**src/rtl/ifu_pkg.sv**
```systemverilog
package ifu_pkg;
   localparam int unsigned IFU_ADDR_W  = 32;
   localparam int unsigned IFU_ALIGN_W = 2;
   localparam int unsigned IFU_IMM_W   = 16;

   typedef enum logic {
      NPC_SEQ    = 1'b0,
      NPC_BRANCH = 1'b1
   } npc_sel_e;
endpackage

```
**src/rtl/ifu_pc_reg.sv**
```systemverilog
module ifu_pc_reg #(
   parameter int unsigned WORD_W = 30
) (
   input  logic              clk,
   input  logic              rst,
   input  logic [WORD_W-1:0] d_word,
   output logic [WORD_W-1:0] q_word
);
   if (WORD_W < 1) begin : g_bad_width
      $error("ifu_pc_reg: WORD_W must be at least 1");
   end

   always_ff @(posedge clk) begin
      if (rst) q_word <= '0;
      else     q_word <= d_word;
   end

   AST_RESET_CLEARS: assert property (@(posedge clk) rst |=> (q_word == '0));
endmodule

```
**src/rtl/ifu_next_pc.sv**
```systemverilog
module ifu_next_pc
   import ifu_pkg::*;
#(
   parameter int unsigned WORD_W = 30,
   parameter int unsigned IMM_W  = 16
) (
   input  logic              [WORD_W-1:0] cur_word,
   input  npc_sel_e                        sel,
   input  logic              [IMM_W-1:0]  imm,
   output logic              [WORD_W-1:0] inc_word,
   output logic              [WORD_W-1:0] nxt_word
);
   logic [WORD_W-1:0] imm_ext;

   if (IMM_W < 2) begin : g_bad_imm
      $error("ifu_next_pc: IMM_W must be at least 2");
   end

   if (IMM_W < WORD_W) begin : g_sext
      localparam int unsigned FILL_W = WORD_W - IMM_W;
      assign imm_ext = {{FILL_W{imm[IMM_W-1]}}, imm};
   end else begin : g_trunc
      assign imm_ext = imm[WORD_W-1:0];
   end

   always_comb begin
      inc_word = cur_word + WORD_W'(1);
      unique case (sel)
         NPC_BRANCH: nxt_word = inc_word + imm_ext;
         default:    nxt_word = inc_word;
      endcase
   end
endmodule

```
**src/rtl/ifu_addr_fmt.sv**
```systemverilog
module ifu_addr_fmt #(
   parameter int unsigned ADDR_W  = 32,
   parameter int unsigned ALIGN_W = 2
) (
   input  logic [ADDR_W-ALIGN_W-1:0] cur_word,
   input  logic [ADDR_W-ALIGN_W-1:0] inc_word,
   output logic [ADDR_W-1:0]         cur_byte,
   output logic [ADDR_W-1:0]         inc_byte
);
   if (ALIGN_W >= ADDR_W) begin : g_bad_align
      $error("ifu_addr_fmt: ALIGN_W must be below ADDR_W");
   end

   if (ALIGN_W == 0) begin : g_byte
      assign cur_byte = cur_word;
      assign inc_byte = inc_word;
   end else begin : g_pad
      assign cur_byte = {cur_word, {ALIGN_W{1'b0}}};
      assign inc_byte = {inc_word, {ALIGN_W{1'b0}}};
   end
endmodule

```
**src/rtl/ifu_fetch_unit.sv**
```systemverilog
module ifu_fetch_unit
   import ifu_pkg::*;
#(
   parameter int unsigned ADDR_W  = IFU_ADDR_W,
   parameter int unsigned ALIGN_W = IFU_ALIGN_W,
   parameter int unsigned IMM_W   = IFU_IMM_W,
   parameter int unsigned INST_W  = 32
) (
   input  logic              clk,
   input  logic              rst,
   input  logic              br_taken,
   input  logic [IMM_W-1:0]  br_imm,
   output logic [ADDR_W-1:0] imem_addr,
   input  logic [INST_W-1:0] imem_rdata,
   output logic [INST_W-1:0] instr,
   output logic [ADDR_W-1:0] pc_plus4
);
   localparam int unsigned WORD_W = ADDR_W - ALIGN_W;
   localparam int unsigned STEP_B = 1 << ALIGN_W;

   if (ADDR_W < 8) begin : g_bad_addr
      $error("ifu_fetch_unit: ADDR_W too small");
   end

   logic [WORD_W-1:0] word_q;
   logic [WORD_W-1:0] word_inc;
   logic [WORD_W-1:0] word_nxt;
   npc_sel_e          sel;

   assign sel = br_taken ? NPC_BRANCH : NPC_SEQ;

   ifu_pc_reg #(.WORD_W(WORD_W)) u_pc (
      .clk    (clk),
      .rst    (rst),
      .d_word (word_nxt),
      .q_word (word_q)
   );

   ifu_next_pc #(.WORD_W(WORD_W), .IMM_W(IMM_W)) u_npc (
      .cur_word (word_q),
      .sel      (sel),
      .imm      (br_imm),
      .inc_word (word_inc),
      .nxt_word (word_nxt)
   );

   ifu_addr_fmt #(.ADDR_W(ADDR_W), .ALIGN_W(ALIGN_W)) u_fmt (
      .cur_word (word_q),
      .inc_word (word_inc),
      .cur_byte (imem_addr),
      .inc_byte (pc_plus4)
   );

   assign instr = imem_rdata;

   AST_SEQ_STEP: assert property (@(posedge clk) disable iff (rst)
      !br_taken |=> (imem_addr == $past(pc_plus4)));
   AST_BRANCH_TARGET: assert property (@(posedge clk) disable iff (rst)
      br_taken |=> (imem_addr[ADDR_W-1:ALIGN_W] ==
         $past(imem_addr[ADDR_W-1:ALIGN_W]) + WORD_W'(1) + WORD_W'(signed'($past(br_imm)))));
   AST_PLUS4_REL: assert property (@(posedge clk) disable iff (rst)
      pc_plus4 == imem_addr + ADDR_W'(STEP_B));
   AST_RESET_OVER_BRANCH: assert property (@(posedge clk)
      (rst && br_taken) |=> (imem_addr == '0));
endmodule

```
**config.mk**
```make
export PLATFORM = sky130hd
export DESIGN_NAME = ifu_fetch_unit
export DESIGN_NICKNAME = d
export VERILOG_FILES = /design/src/rtl/ifu_pkg.sv /design/src/rtl/ifu_pc_reg.sv /design/src/rtl/ifu_next_pc.sv /design/src/rtl/ifu_addr_fmt.sv /design/src/rtl/ifu_fetch_unit.sv
export SDC_FILE = /design/constraint.sdc
export NUM_CORES = 1
export LEC_CHECK = 0
export BUFFER_PORTS_ARGS = -buffer_cell sky130_fd_sc_hd__buf_2
export CORE_MARGIN = 5
export CORE_UTILIZATION = 35
export DETAILED_ROUTE_END_ITERATION = 6
export GPL_ROUTABILITY_DRIVEN = 0
export PLACE_DENSITY = 0.65
export SYNTH_ARGS = -nofsm -noshare
export SYNTH_HDL_FRONTEND = slang
export SYNTH_HIERARCHICAL = 1
export SYNTH_SLANG_ARGS = --single-unit
```
**constraint.sdc**
```tcl
create_clock -name clk -period 3.5 [get_ports clk]
set_input_delay 0.7 -clock clk [delete_from_list [all_inputs] [get_ports clk]]
set_output_delay 0.7 -clock clk [all_outputs]
set_load 0.02 [all_outputs]
```
==> impl_metrics.tcl <==
set metrics [dict create \
    clockBufferDepth 2 \
    synth_top_area_cell "buf_4" \
    critPathCaptureType "flip-flop" \
    top_register "u_pc/q_word" \
    grt_max_degree 31 \
    reg2reg_to "u_pc/q_word[29]" \
    reg2reg_slack_ns -0.17 \
    initialDrtViolationCount 122 \
    synth_seq_cells 30 \
    drt_wl_total_um 10780 \
    antenna_found_initial 0 \
    dpl_cell_area_um2 4399 \
    final_net_count 676 \
    synth-main-ff-cell "dfxtp_1" \
    maxCapViolations 0 \
    ys_warn_count 6 \
    top_regs "u_pc/q_word (30)" \
    critPathRequiredTime_ns 3.64 \
    status "finished with violations" \
    fillerInstances 1069 \
    leakage_uw 0.002499 \
    die_area_um2 13520 \
    htree_levels 2 \
    die_y_um 116.3 \
    power.density_nw_per_um2 440.1 \
    final_cell_area_um2 5064 \
    wl_per_cell_um 14.79 \
    drive_gt1_frac 0.4975 \
    die_w_um 116.3 \
    min-delay-start "u_pc/q_word[29]" \
    clock_skew_ns 0.004811 \
    ant_nets 0 \
    irDropWorstVdd_mv 0.2172 \
    rows 38 \
    vias 3621 \
    fmax_mhz 272.3 \
    netlist_area_um2 3954 \
    syn2layout_area_growth_pct 28.07 \
    path_clk_slew_ns 0.05 \
    worst_pin_slew_ns 0.8872 \
    dp_hpwl_um 8201 \
    floorplan.initialDensity 0.3616 \
    synthTopCellsByArea "buf_4 18%, dfxtp_1 15%, ha_1 11%" \
    drc 0 \
    seq_area_frac_synth 0.1519 \
    worstHoldPathType "flip-flop to flip-flop" \
    violations "negative setup slack" \
    synth_top_area_frac 0.1823 \
    n_antenna_cell 0 \
    grt_pass1_wl_um 16950 \
    min_period_over_period 1.049 \
    syn_inst 496 \
    finalCriticalPeriod_ns 3.673 \
    reg2reg_from "u_pc/q_word[5]" \
    timing.hold.ws_ns 0.7503 \
    cts_tree "done" \
    syn_area_per_cell_um2 7.971 \
    hold_viol 0 \
    rsz0062_at_grt "true" \
    yosysUniqueCellTypes 53 \
    grt_pass1_vias 3643 \
    critPathMaxFanout 4 \
    dr.pass1.iters 4 \
    portBuffers 78 \
    crit_type "flip-flop to flip-flop" \
    largest_reg_flops 30 \
    worst_slack_ns -0.1729 \
    core_um2 10940 \
    overflow 0 \
    synth_most_common_cell "buf_4" \
    ctsHoldBuffers 0 \
    critPathLaunchType "flip-flop" \
    reg2reg_depth 16 \
    grt_usage 0.1532 \
    clockRootBuffer "clkbuf_16" \
    async_flop_share 0 \
    relSlewSlack 0.4086 \
    io_pins 147 \
    critPathLaunch "u_pc/q_word[5]" \
    yosys-top-cells-count "96 x buf_4, 42 x nor2_1, 40 x a21oi_1, 36 x ha_1, 32 x xnor2_1" \
    clock-sinks 30 \
    clock_latency_ns 0.27 \
    crit_end "u_pc/q_word[29]" \
    setup_viol 7 \
    cts-buffers-inserted 5 \
    final-max-slew-violation-count 0 \
    vias_per_cell 4.967 \
    synth_edf_count 0 \
    arrival_ns 3.81 \
]
[worst min-delay path by stage]
stage / to / slack (ns) / cells past startpoint
after CTS: u_pc/q_word[29] / 0.70 / 3
after global routing: u_pc/q_word[29] / 0.80 / 3
after floorplan: u_pc/q_word[0] / 0.60 / 2
final: u_pc/q_word[29] / 0.75 / 3
after global placement: u_pc/q_word[29] / 0.70 / 3
after detailed placement: u_pc/q_word[29] / 0.70 / 3
[what timing repair did]
item                       4_1_cts  5_1_grt
setup endpoints to repair        8       12
pin swaps                       21       33
gates resized for setup         21       47
gates cloned                     0        0
buffers inserted                17        7
hold endpoints to repair         0        0
[routing by layer]
| layer | global-route usage | share of wire |
|---|---|---|
| met3 | 0.03886 | 0.053 |
| met1 | 0.1775 | 0.42 |
| met2 | 0.2788 | 0.51 |
| met5 | 0 | 0 |
| met4 | 0.04099 | 0.016 |
[stage by stage]
step | std cells | util | setup WS [ns] | setup TNS [ns] | total power [uW]
floorplan | 499 | - | 0.003002 | 0 | 1379
global placement | 697 | 0.4023 | -0.1034 | -0.3585 | 1579
detailed placement | 697 | 0.4023 | -0.1960 | -0.6876 | 1596
CTS | 722 | 0.4365 | -0.03378 | -0.07690 | 2144
global route | 729 | 0.4630 | -0.2857 | -1.713 | 2374
finish | 729 | 0.4630 | -0.1729 | -0.5333 | 2228
[layout by cell type (no fill, tap or decap), types with 3 or more instances in the layout]
cell | synthesis | final
a2111oi_4 | 0 | 3
a21o_1 | 9 | 9
a21oi_1 | 40 | 34
a21oi_2 | 0 | 6
and3_1 | 5 | 5
and3_2 | 3 | 3
and4_1 | 4 | 3
buf_2 | 0 | 78
buf_4 | 96 | 103
buf_6 | 4 | 7
clkbuf_16 | 0 | 5
clkbuf_8 | 0 | 3
conb_1 | 1 | 4
dfxtp_1 | 30 | 20
dfxtp_2 | 0 | 10
ha_1 | 36 | 31
ha_2 | 0 | 3
inv_1 | 6 | 6
mux2_2 | 4 | 4
nand2_1 | 30 | 27
nand2b_1 | 3 | 3
nand3_1 | 21 | 18
nand4_1 | 10 | 10
nor2_1 | 42 | 38
nor2_2 | 0 | 3
nor2b_1 | 7 | 5
nor2b_2 | 24 | 25
o21ai_0 | 19 | 16
o21bai_1 | 3 | 3
or2_2 | 3 | 3
xnor2_1 | 32 | 24
xnor2_2 | 0 | 8
xor2_1 | 21 | 21
[where the power goes]
part | switching (uW) | internal (uW)
Clock | 158 | 322
Combinational | 680 | 629
Sequential | 43.4 | 397
Total | 881 | 1350
[cell families after synthesis]
family                   share of synthesized area
AND/OR/NAND/NOR                             0.2247
buffers and inverters                       0.2123
AO/OA/AOI/OAI                               0.1560
XOR/XNOR                                    0.1174
adder cells (fa/ha/maj)                     0.1190
flip-flops                                  0.1519
multiplexers                               0.01772
other                                    0.0009485
[area by class of cell]
type	count	area [um2]	share of cell area
Timing Repair Buffer	188	1242	0.2454
Sequential cell	30	613.1	0.1211
Tap cell	140	175.2	0.03459
Multi-Input combinational cell	357	2844	0.5617
Inverter	6	22.52	0.004448
Clock buffer	8	166.4	0.03286
[critical path, stage by stage (launching register included)]
cell	delay, ns
dfxtp_2	0.34
and4_4	0.24
nand2_4	0.06
nor2_4	0.16
nand3_2	0.10
xnor2_2	0.22
ha_4	0.24
a211o_1	0.34
a2111oi_4	0.38
a21oi_2	0.07
a221o_1	0.36
a31oi_4	0.24
buf_6	0.15
o31ai_4	0.05
mux2_4	0.33
xnor2_2	0.13
nor2b_4	0.12
(Power assumes the default switching activity.)
